`src/rtl/psg_pkg.sv`:
```
package psg_pkg;

  // Transaction sequencer states
  typedef enum logic [1:0] {
    ST_IDLE  = 2'd0,
    ST_FWD   = 2'd1,
    ST_WAIT  = 2'd2,
    ST_LOCAL = 2'd3
  } psg_state_e;

  localparam int SIZE_W = 2;

endpackage

```
`src/rtl/psg_check.sv`:
```
module psg_check #(
  parameter int             NP           = 16,
  parameter int             IDX_W        = 4,
  parameter logic [NP-1:0]  BYPASS_MASK  = '0,
  parameter logic [NP-1:0]  PORT_PRESENT = '1
) (
  input  logic [IDX_W-1:0] port_idx,
  input  logic             secure,
  input  logic             unpriv,
  input  logic [NP-1:0]    cfg_nonsec,
  input  logic [NP-1:0]    cfg_user_ok,
  output logic             allow
);

  logic [NP-1:0] port_ok;

  for (genvar g = 0; g < NP; g++) begin : g_port
    logic sec_pass;
    logic priv_pass;
    if (BYPASS_MASK[g]) begin : g_byp
      assign sec_pass = 1'b1;
    end else begin : g_chk
      assign sec_pass = (secure != cfg_nonsec[g]);
    end
    assign priv_pass = ~unpriv | cfg_user_ok[g];
    if (PORT_PRESENT[g]) begin : g_here
      assign port_ok[g] = sec_pass & priv_pass;
    end else begin : g_absent
      assign port_ok[g] = 1'b0;
    end
  end

  always_comb begin
    allow = 1'b0;
    for (int i = 0; i < NP; i++) begin
      if (port_idx == IDX_W'(i)) allow = port_ok[i];
    end
  end

endmodule

```
`src/rtl/psg_irq.sv`:
```
module psg_irq (
  input  logic clk,
  input  logic rst_n,
  input  logic viol_evt,
  input  logic irq_clr,
  input  logic irq_en,
  output logic irq
);

  logic flag_q;
  logic flag_d;

  always_comb begin
    flag_d = flag_q;
    if (irq_clr)       flag_d = 1'b0;
    else if (viol_evt) flag_d = 1'b1;
  end

  always_ff @(posedge clk or negedge rst_n) begin
    if (!rst_n) flag_q <= 1'b0;
    else        flag_q <= flag_d;
  end

  assign irq = flag_q & irq_en;

endmodule

```
`src/rtl/psg_ctrl.sv`:
```
module psg_ctrl
  import psg_pkg::*;
#(
  parameter int NP     = 16,
  parameter int IDX_W  = 4,
  parameter int ADDR_W = 32,
  parameter int DATA_W = 64
) (
  input  logic                 clk,
  input  logic                 rst_n,
  input  logic                 up_valid,
  output logic                 up_ready,
  input  logic [IDX_W-1:0]     up_port,
  input  logic [ADDR_W-1:0]    up_addr,
  input  logic                 up_write,
  input  logic [SIZE_W-1:0]    up_size,
  input  logic [DATA_W-1:0]    up_wdata,
  input  logic                 allow,
  input  logic                 cfg_err_resp,
  output logic                 viol_evt,
  output logic                 rsp_valid,
  output logic                 rsp_err,
  output logic [DATA_W-1:0]    rsp_rdata,
  output logic [NP-1:0]        dn_valid,
  input  logic [NP-1:0]        dn_ready,
  output logic [ADDR_W-1:0]    dn_addr,
  output logic                 dn_write,
  output logic [SIZE_W-1:0]    dn_size,
  output logic [DATA_W-1:0]    dn_wdata,
  input  logic [NP-1:0]        dn_rsp_valid,
  input  logic [NP-1:0]        dn_rsp_err,
  input  logic [NP*DATA_W-1:0] dn_rsp_rdata
);

  psg_state_e state_q, state_d;
  logic              cap_en;
  logic [IDX_W-1:0]  port_q;
  logic [ADDR_W-1:0] addr_q;
  logic              write_q;
  logic [SIZE_W-1:0] size_q;
  logic [DATA_W-1:0] wdata_q;
  logic              err_q;

  logic              sel_ready;
  logic              sel_rsp_valid;
  logic              sel_rsp_err;
  logic [DATA_W-1:0] sel_rdata;

  // Mux of the selected port's handshake and response
  always_comb begin
    sel_ready     = 1'b0;
    sel_rsp_valid = 1'b0;
    sel_rsp_err   = 1'b0;
    sel_rdata     = '0;
    for (int i = 0; i < NP; i++) begin
      if (port_q == IDX_W'(i)) begin
        sel_ready     = dn_ready[i];
        sel_rsp_valid = dn_rsp_valid[i];
        sel_rsp_err   = dn_rsp_err[i];
        sel_rdata     = dn_rsp_rdata[i*DATA_W +: DATA_W];
      end
    end
  end

  // Next state
  always_comb begin
    state_d = state_q;
    cap_en  = 1'b0;
    unique case (state_q)
      ST_IDLE: begin
        if (up_valid) begin
          cap_en  = 1'b1;
          state_d = allow ? ST_FWD : ST_LOCAL;
        end
      end
      ST_FWD:   if (sel_ready)     state_d = ST_WAIT;
      ST_WAIT:  if (sel_rsp_valid) state_d = ST_IDLE;
      default:                     state_d = ST_IDLE;
    endcase
  end

  always_ff @(posedge clk or negedge rst_n) begin
    if (!rst_n) state_q <= ST_IDLE;
    else        state_q <= state_d;
  end

  // Request capture, enabled on acceptance only
  always_ff @(posedge clk) begin
    if (cap_en) begin
      port_q  <= up_port;
      addr_q  <= up_addr;
      write_q <= up_write;
      size_q  <= up_size;
      wdata_q <= up_wdata;
      err_q   <= cfg_err_resp;
    end
  end

  for (genvar g = 0; g < NP; g++) begin : g_dnv
    assign dn_valid[g] = (state_q == ST_FWD) && (port_q == IDX_W'(g));
  end

  assign up_ready  = (state_q == ST_IDLE);
  assign viol_evt  = cap_en & ~allow;
  assign dn_addr   = addr_q;
  assign dn_write  = write_q;
  assign dn_size   = size_q;
  assign dn_wdata  = wdata_q;
  assign rsp_valid = (state_q == ST_LOCAL) | ((state_q == ST_WAIT) & sel_rsp_valid);
  assign rsp_err   = (state_q == ST_LOCAL) ? err_q : sel_rsp_err;
  assign rsp_rdata = (state_q == ST_LOCAL) ? '0 : sel_rdata;

endmodule

```
`src/rtl/periph_sec_gate.sv`:
```
module periph_sec_gate
  import psg_pkg::*;
#(
  parameter int            NP           = 16,
  parameter int            ADDR_W       = 32,
  parameter int            DATA_W       = 64,
  parameter logic [NP-1:0] BYPASS_MASK  = '0,
  parameter logic [NP-1:0] PORT_PRESENT = '1,
  localparam int           IDX_W        = (NP > 1) ? $clog2(NP) : 1
) (
  input  logic                 clk,
  input  logic                 rst_n,
  input  logic [NP-1:0]        cfg_nonsec,
  input  logic [NP-1:0]        cfg_user_ok,
  input  logic                 cfg_err_resp,
  input  logic                 irq_en,
  input  logic                 irq_clr,
  output logic                 irq,
  input  logic                 up_valid,
  output logic                 up_ready,
  input  logic [IDX_W-1:0]     up_port,
  input  logic [ADDR_W-1:0]    up_addr,
  input  logic                 up_write,
  input  logic [1:0]           up_size,
  input  logic [DATA_W-1:0]    up_wdata,
  input  logic                 up_secure,
  input  logic                 up_unpriv,
  output logic                 rsp_valid,
  output logic                 rsp_err,
  output logic [DATA_W-1:0]    rsp_rdata,
  output logic [NP-1:0]        dn_valid,
  input  logic [NP-1:0]        dn_ready,
  output logic [ADDR_W-1:0]    dn_addr,
  output logic                 dn_write,
  output logic [1:0]           dn_size,
  output logic [DATA_W-1:0]    dn_wdata,
  input  logic [NP-1:0]        dn_rsp_valid,
  input  logic [NP-1:0]        dn_rsp_err,
  input  logic [NP*DATA_W-1:0] dn_rsp_rdata
);

  logic allow;
  logic viol_evt;

  psg_check #(
    .NP(NP), .IDX_W(IDX_W), .BYPASS_MASK(BYPASS_MASK), .PORT_PRESENT(PORT_PRESENT)
  ) check_i (
    .port_idx   (up_port),
    .secure     (up_secure),
    .unpriv     (up_unpriv),
    .cfg_nonsec (cfg_nonsec),
    .cfg_user_ok(cfg_user_ok),
    .allow      (allow)
  );

  psg_ctrl #(
    .NP(NP), .IDX_W(IDX_W), .ADDR_W(ADDR_W), .DATA_W(DATA_W)
  ) ctrl_i (
    .clk         (clk),
    .rst_n       (rst_n),
    .up_valid    (up_valid),
    .up_ready    (up_ready),
    .up_port     (up_port),
    .up_addr     (up_addr),
    .up_write    (up_write),
    .up_size     (up_size),
    .up_wdata    (up_wdata),
    .allow       (allow),
    .cfg_err_resp(cfg_err_resp),
    .viol_evt    (viol_evt),
    .rsp_valid   (rsp_valid),
    .rsp_err     (rsp_err),
    .rsp_rdata   (rsp_rdata),
    .dn_valid    (dn_valid),
    .dn_ready    (dn_ready),
    .dn_addr     (dn_addr),
    .dn_write    (dn_write),
    .dn_size     (dn_size),
    .dn_wdata    (dn_wdata),
    .dn_rsp_valid(dn_rsp_valid),
    .dn_rsp_err  (dn_rsp_err),
    .dn_rsp_rdata(dn_rsp_rdata)
  );

  psg_irq irq_i (
    .clk     (clk),
    .rst_n   (rst_n),
    .viol_evt(viol_evt),
    .irq_clr (irq_clr),
    .irq_en  (irq_en),
    .irq     (irq)
  );

endmodule

```
`config.mk`:
```
export PLATFORM = sky130hd
export DESIGN_NAME = periph_sec_gate
export DESIGN_NICKNAME = d
export VERILOG_FILES = /design/src/rtl/psg_pkg.sv /design/src/rtl/psg_check.sv /design/src/rtl/psg_irq.sv /design/src/rtl/psg_ctrl.sv /design/src/rtl/periph_sec_gate.sv
export SDC_FILE = /design/constraint.sdc
export NUM_CORES = 1
export LEC_CHECK = 0
export BUFFER_PORTS_ARGS = -buffer_cell sky130_fd_sc_hd__buf_2
export CAP_MARGIN = 20
export CORE_AREA = 5 5 537 539
export CTS_BUF_LIST = sky130_fd_sc_hd__clkbuf_8
export DETAILED_ROUTE_END_ITERATION = 12
export DIE_AREA = 0 0 542 544
export PLACE_DENSITY_LB_ADDON = 0.25
export SYNTH_ARGS = -nofsm -noshare
export SYNTH_HDL_FRONTEND = slang
export SYNTH_HIERARCHICAL = 1
export SYNTH_SLANG_ARGS = --single-unit
```
`constraint.sdc`:
```
create_clock -name clk -period 5.78 [get_ports clk]
set_input_delay 0.578 -clock clk [delete_from_list [all_inputs] [get_ports clk]]
set_output_delay 0.578 -clock clk [all_outputs]
set_load 0.03 [all_outputs]
```
==> results.py, run 1 <==
metrics = {
    "outcome": {
        "outcome": "finished, final reports clean",
    },
    "drt": {
        "drt_wl_total_mm": 264,
        "drt_iter0_markers": 2524,
        "routedWlPerCell_um": 38.6,
        "dr.pass1.iters": 8,
        "drc": 0,
        "ant_nets": 0,
        "avgViaCountPerCell": 3.46,
        "dr_total_vias": 23700,
    },
    "hold_path": {
        "holdPathStages": 1,
        "min_path_type": "in2reg",
        "min-delay-start": "up_wdata[22]",
        "holdPathEnd": "ctrl_i/dn_wdata[22]$_DFFE_PP_",
    },
    "worst_setup_path": {
        "start_kind": "flop",
        "cp-end-kind": "output port",
        "critPathMaxStageDelay_ns": 0.98,
        "crit_slowest_cell": "or3b_2",
        "cp_max_fo": 67,
        "rrSetupSlack_ns": 1.97,
        "r2r.worst_path.cells": 7,
        "rr_endpoint": "ctrl_i/state_q[0]$_DFFE_PN0P_",
        "crit_type": "reg2out",
        "cpLargestDelayFamily": "compound AO/OA/AOI/OAI gates",
        "reg2reg_from": "ctrl_i/port_q[0]$_DFFE_PP_",
        "path_buf_inv": 2,
        "path_cells": "buf_12, or3b_2, a2bb2oi_1, o221ai_1, a21oi_1, o22ai_1, buf_2",
        "cp.arrival_ns": 4.47,
        "cp.required_ns": 5.20,
    },
    "clock_tree": {
        "insertion_delay_ns": 0.46,
        "path_clk_slew_ns": 0.15,
        "tritoncts": "done",
        "clockBufferDepth": 2,
        "cts_buffers": 9,
        "cts_root_buf": "clkbuf_8",
        "cts.sinks": 107,
        "cts_resized": 0,
        "post_cts_buffers": 0,
        "htreeDepth": 3,
    },
    "timing": {
        "hold_viol": 0,
        "period_minus_slack_ns": 5.05,
        "skew_ns": 0.0242,
        "setup_ws_ns": 0.735,
        "setup_viol": 0,
        "rsz0062_at_grt": "false",
        "fin_crit_sh_pct": 87.3,
        "max_slew_margin_pct": 25.8,
        "clock.fmax_ghz": 0.198,
        "fin_tns_setup_ns": 0,
        "worst_pin_slew_ns": 1.08,
        "drv_slew": 0,
    },
    "finish": {
        "syn_to_final_growth_pct": 90.0,
        "fin_util_pct": 9.00,
        "fillerInstances": 33600,
        "nNetsFinal": 4188,
        "layoutNonFillerInstCount": 6844,
        "multi_input_area_um2": 9350,
        "ff_latch_area_um2": 3200,
        "drive_gt1_share_pct": 52.6,
    },
    "placement": {
        "hpwl_mm": 233,
        "dp_cells": 6723,
        "pre_cts_slack_ns": 1.23,
        "io_buffers": 1397,
        "gp_congestion": 0.968,
    },
    "global_routing": {
        "grt_overflow_total": 0,
        "grt_pass1_vias": 22800,
        "grt_max_degree": 78,
        "grt_pass1_wl_mm": 311,
        "track_usage_pct": 16.9,
        "antenna_found_initial": 393,
    },
    "power_and_ir_drop": {
        "leakage_nw": 10.5,
        "power.density_nw_per_um2": 287,
        "peakVddDrop_uv": 124,
        "power_mw": 7.31,
    },
    "logic_synthesis": {
        "synth_warnings": 6,
        "yosys_register_bits": 107,
        "yosys.cell_types.count": 79,
        "synth_edf_count": 104,
        "syn_area_um2": 13400,
        "async_flop_share_pct": 2.80,
        "syn_nets": 2897,
        "yosysSeqAreaShare_pct": 23.8,
        "synth_flop_cell": "edfxtp_1",
        "syn_inst": 1682,
        "avgSynthCellArea_um2": 7.99,
    },
    "floorplan": {
        "coreArea_um2": 283000,
        "ios": 1398,
        "placementRows": 196,
        "die_y_um": 544,
        "start_util_pct": 4.74,
        "die_w_um": 542,
        "design.die.area_um2": 295000,
    },
    "flow_run": {
        "maxCapViolCount": 0,
    },
}
-- registers in the layout, summed over array words and instances, names as in the netlist --
register / cells
irq_i/flag_q: 1
ctrl_i/err_q: 1
ctrl_i/dn_addr: 32
ctrl_i/dn_wdata: 64
ctrl_i/dn_size: 2
ctrl_i/dn_write: 1
ctrl_i/port_q: 4
ctrl_i/state_q: 2
-- cell usage in the layout (no fill, tap or decap), drive strengths merged, types with 28 or more instances in the layout --
cell type and n:
a22oi 101, o22ai 65, a211oi 37, nor2b 28
o21ai 108, or3 31, a21oi 267, buf 1475
mux2i 132, o221ai 50, nor2 89, edfxtp 104
a222oi 34, nand2 114, diode 104, o31ai 32
mux2 31
-- cell type report --
| type | instances | share of cell area (%) |
|---|---|---|
| multi-input cells | 1365 | 36.6 |
| repair buffers | 1476 | 30.4 |
| well taps | 3762 | 18.4 |
| flip-flops and latches | 107 | 12.5 |
| diodes | 104 | 1.02 |
| clock buffers | 9 | 0.485 |
| inverters | 14 | 0.265 |
| clock inverters | 7 | 0.235 |
-- cells by family after synthesis --
logic type                after synthesis  synth area share, %
buffers and inverters                 210                 7.79
AOI/OAI and AO/OA                     825                 40.6
DFF                                   107                 23.8
muxes                                 169                 13.4
and+or+nand+nor                       363                 13.9
xor gates and xnor gates                8                0.522
-- layer usage --
metal	up-vias	track usage, %	part of all wire [%]
li1	9460	-	-
met1	11200	17.2	34
met2	2025	29.1	47
met3	792	9.28	13
met4	212	6.02	4.7
met5	-	0.0162	0.54
-- worst reg2reg max path, delay by kind of cell, from the launching register on --
kind | cells | cell delay, ns
AOI/OAI and AO/OA | 2 | 1.07
and+or+nand+nor | 3 | 1.03
DFF | 1 | 0.91
buffers and inverters | 2 | 0.70
-- per-stage QoR --
stage	instance area [um^2]	hold slack [ns]
floorplan	13400	0.282
global placement	25000	0.456
detailed placement	25100	0.459
CTS	25300	0.187
global route	25400	0.219
finish	25500	0.267
-- synth_stat cells, types with 4 or more instances --
cell type | count | share of area (%)
or3_1 | 31 | 1.4
buf_6 | 10 | 0.84
and2_1 | 5 | 0.23
mux2i_1 | 132 | 9.8
a21o_1 | 20 | 1.1
edfxtp_1 | 104 | 23
a32oi_1 | 5 | 0.33
o32ai_1 | 6 | 0.39
o21ai_1 | 26 | 0.97
o21ai_0 | 82 | 3.1
a21oi_1 | 267 | 9.9
o31ai_1 | 32 | 1.8
nand2b_1 | 9 | 0.42
o221ai_1 | 50 | 3.3
xor2_1 | 7 | 0.46
nor2_1 | 88 | 2.5
a31oi_1 | 6 | 0.28
and3_1 | 4 | 0.19
o22ai_1 | 65 | 3.0
nand3_1 | 13 | 0.48
a2bb2oi_1 | 15 | 0.98
buf_2 | 77 | 2.9
a2111oi_0 | 14 | 0.91
clkbuf_1 | 77 | 2.2
a22oi_1 | 101 | 5.6
a211oi_1 | 37 | 2.1
nor3_1 | 15 | 0.56
nor2b_1 | 27 | 1.3
mux4_2 | 6 | 1.0
nand4b_1 | 4 | 0.26
or2b_1 | 6 | 0.34
inv_1 | 11 | 0.31
buf_4 | 23 | 1.3
nand2_1 | 114 | 3.2
mux2_2 | 28 | 2.3
nand4_1 | 19 | 0.88
a211o_1 | 7 | 0.46
buf_1 | 9 | 0.25
a221oi_1 | 25 | 1.6
a222oi_1 | 34 | 2.5
o211ai_1 | 9 | 0.50
-- how the worst max path moves through the flow --
stage	startpoint	endpoint	slack, ns	depth (start not counted)
finish	ctrl_i/port_q[1]$_DFFE_PP_	rsp_rdata[54]	0.73	7
global route	ctrl_i/port_q[0]$_DFFE_PP_	rsp_rdata[7]	0.63	5
CTS	ctrl_i/port_q[0]$_DFFE_PP_	rsp_rdata[7]	0.63	5
detailed placement	ctrl_i/port_q[0]$_DFFE_PP_	rsp_rdata[7]	1.23	5
global placement	ctrl_i/port_q[0]$_DFFE_PP_	rsp_rdata[7]	1.28	5
floorplan	ctrl_i/state_q[0]$_DFFE_PN0P_	ctrl_i/dn_addr[0]$_DFFE_PP_	2.17	4
-- power breakdown --
group          total (mW)  internal [mW]  switching [mW]
Sequential           1.12           1.05          0.0773
Combinational        5.65           1.48            4.17
Clock               0.539          0.165           0.374
Total                7.31           2.69            4.62
-- repair_timing --
action | CTS | global route
endpoints found under the setup margin | 0 | 0
hold buffers | 1 | 0
endpoints found under the hold margin | 3 | 0
(Power assumes the default switching activity.)
==> run 2, diff against run 1 <==
--- a/config.mk
+++ b/config.mk
@@ -7,10 +7,10 @@
 export LEC_CHECK = 0
 export BUFFER_PORTS_ARGS = -buffer_cell sky130_fd_sc_hd__buf_2
 export CAP_MARGIN = 20
-export CORE_AREA = 5 5 537 539
+export CORE_AREA = 2 2 550 552
 export CTS_BUF_LIST = sky130_fd_sc_hd__clkbuf_8
 export DETAILED_ROUTE_END_ITERATION = 12
-export DIE_AREA = 0 0 542 544
+export DIE_AREA = 0 0 552 554
 export PLACE_DENSITY_LB_ADDON = 0.25
 export SYNTH_ARGS = -nofsm -noshare
 export SYNTH_HDL_FRONTEND = slang
==> results.py, run 2 (synthesis results as in run 1) <==
metrics = {
    "power_and_ir_drop": {
        "leakage_nw": 10.6,
        "peakVddDrop_uv": 139,
        "power.density_nw_per_um2": 290,
    },
    "global_routing": {
        "track_usage_pct": 18.3,
        "antenna_found_initial": 371,
        "grt_pass1_vias": 23300,
        "grt_pass1_wl_mm": 345,
        "grt_max_degree": 76,
        "grt_overflow_total": 0,
    },
    "floorplan": {
        "design.die.area_um2": 306000,
        "coreArea_um2": 299000,
        "start_util_pct": 4.49,
        "die_y_um": 554,
        "placementRows": 201,
        "ios": 1398,
        "die_w_um": 552,
    },
    "finish": {
        "final_cell_mix": "1397 x buf_2, 267 x a21oi_1, 131 x mux2i_1",
        "final_common_cell": "buf_2",
        "drive_gt1_share_pct": 53.1,
        "fin_util_pct": 8.65,
        "fillerInstances": 35500,
        "syn_to_final_growth_pct": 92.8,
        "largest_reg_flops": 64,
        "nNetsFinal": 4213,
    },
    "flow_run": {
        "maxCapViolCount": 0,
    },
    "worst_setup_path": {
        "rrSetupSlack_ns": 1.96,
        "crit_slowest_cell": "a2bb2oi_1",
        "cp_max_fo": 63,
        "cp.arrival_ns": 4.78,
        "cp.required_ns": 5.20,
        "path_cells": "buf_12, buf_4, or3b_2, buf_4, a2bb2oi_1, o221ai_1, a21oi_1, o22ai_1, buf_2",
        "start_kind": "flop",
        "cpLargestDelayFamily": "compound AO/OA/AOI/OAI gates",
        "critPathMaxStageDelay_ns": 0.90,
        "cpMostUsedCell": "buf_4",
        "crit_type": "reg2out",
        "cp-end-kind": "output port",
        "path_buf_inv": 4,
    },
    "drt": {
        "drt_iter0_markers": 1962,
        "drc": 0,
        "drt_wl_total_mm": 293,
        "ant_nets": 0,
        "dr_total_vias": 23300,
        "dr.pass1.iters": 10,
        "routedWlPerCell_um": 41.6,
        "avgViaCountPerCell": 3.31,
    },
    "clock_tree": {
        "path_clk_slew_ns": 0.17,
        "cts_resized": 0,
        "cts_root_buf": "clkbuf_8",
        "post_cts_buffers": 0,
        "cts_hold_buf": 1,
        "cts.sinks": 107,
        "tritoncts": "done",
        "clockBufferDepth": 2,
        "insertion_delay_ns": 0.50,
        "htreeDepth": 3,
        "cts_buffers": 9,
    },
    "outcome": {
        "outcome": "finished, final reports clean",
    },
    "timing": {
        "clock.fmax_ghz": 0.187,
        "fin_crit_sh_pct": 92.7,
        "hold_viol": 0,
        "period_minus_slack_ns": 5.36,
        "drv_slew": 0,
        "rsz0062_at_grt": "false",
        "worst_pin_slew_ns": 1.08,
        "fin_tns_setup_ns": 0,
        "skew_ns": 0.0322,
        "max_slew_margin_pct": 28.1,
        "setup_ws_ns": 0.419,
        "setup_viol": 0,
    },
    "placement": {
        "pre_cts_slack_ns": 1.06,
        "gp_congestion": 0.897,
        "hpwl_mm": 259,
        "io_buffers": 1397,
    },
    "hold_path": {
        "min_path_type": "in2reg",
    },
}
run 2: worst register-to-register path: cells and delay by family, from the launching register on:
kind / cells / cell delay, ns
and+or+nand+nor: 2 / 1.08
buffers and inverters: 3 / 1.59
DFF: 1 / 0.43
AOI/OAI and AO/OA: 3 / 0.62
run 2: area by class of cell:
cell class,count,area (um^2),area share [%]
clock buffer,9,124,0.478
multi-input combinational,1365,9350,36.1
antenna,76,190,0.734
sequential,107,3200,12.4
inverter,14,67.6,0.261
clock inverter,7,92.6,0.358
timing repair buffer,1501,7920,30.6
tap,3958,4950,19.1
run 2: report_power, final:
| part | switching (mW) | internal (mW) |
|---|---|---|
| logic | 4.27 | 1.52 |
| registers | 0.0805 | 1.05 |
| clock network | 0.408 | 0.175 |
| total | 4.76 | 2.75 |
run 2: through the flow:
stage               instances  area [um^2]  power [mW]  hold WS, ns
CTS                      6961        25700        7.83        0.133
floorplan                1682        13400        3.68        0.282
detailed placement       6944        25500        7.18        0.443
global placement         6933        25300        7.18        0.442
global route             6990        25800        7.96        0.155
finish                   7037        25900        7.51        0.222
run 2: final timing paths:
path                                            startpoint                            end  cells after the start
worst max-delay path            ctrl_i/port_q[1]$_DFFE_PP_                  rsp_rdata[30]                      9
worst max register to register  ctrl_i/port_q[1]$_DFFE_PP_  ctrl_i/state_q[0]$_DFFE_PN0P_                      8
max in group asynchronous                            rst_n       irq_i/flag_q$_DFFE_PN0P_                      2
min in group asynchronous                            rst_n  ctrl_i/state_q[0]$_DFFE_PN0P_                      2
worst min-delay path                           up_wdata[0]   ctrl_i/dn_wdata[0]$_DFFE_PP_                      1
worst min register to register    irq_i/flag_q$_DFFE_PN0P_       irq_i/flag_q$_DFFE_PN0P_                      1
run 2: routing by layer:
layer / wire [um] / up-vias / GRT usage (%) / share of wire (%)
met5: 1010 / - / 0 / 0.34
met4: 5750 / 158 / 2.47 / 2.0
met3: 30100 / 551 / 7.73 / 10
met2: 143000 / 1851 / 32.5 / 49
met1: 113000 / 11300 / 20.7 / 39
li1: - / 9478 / - / -
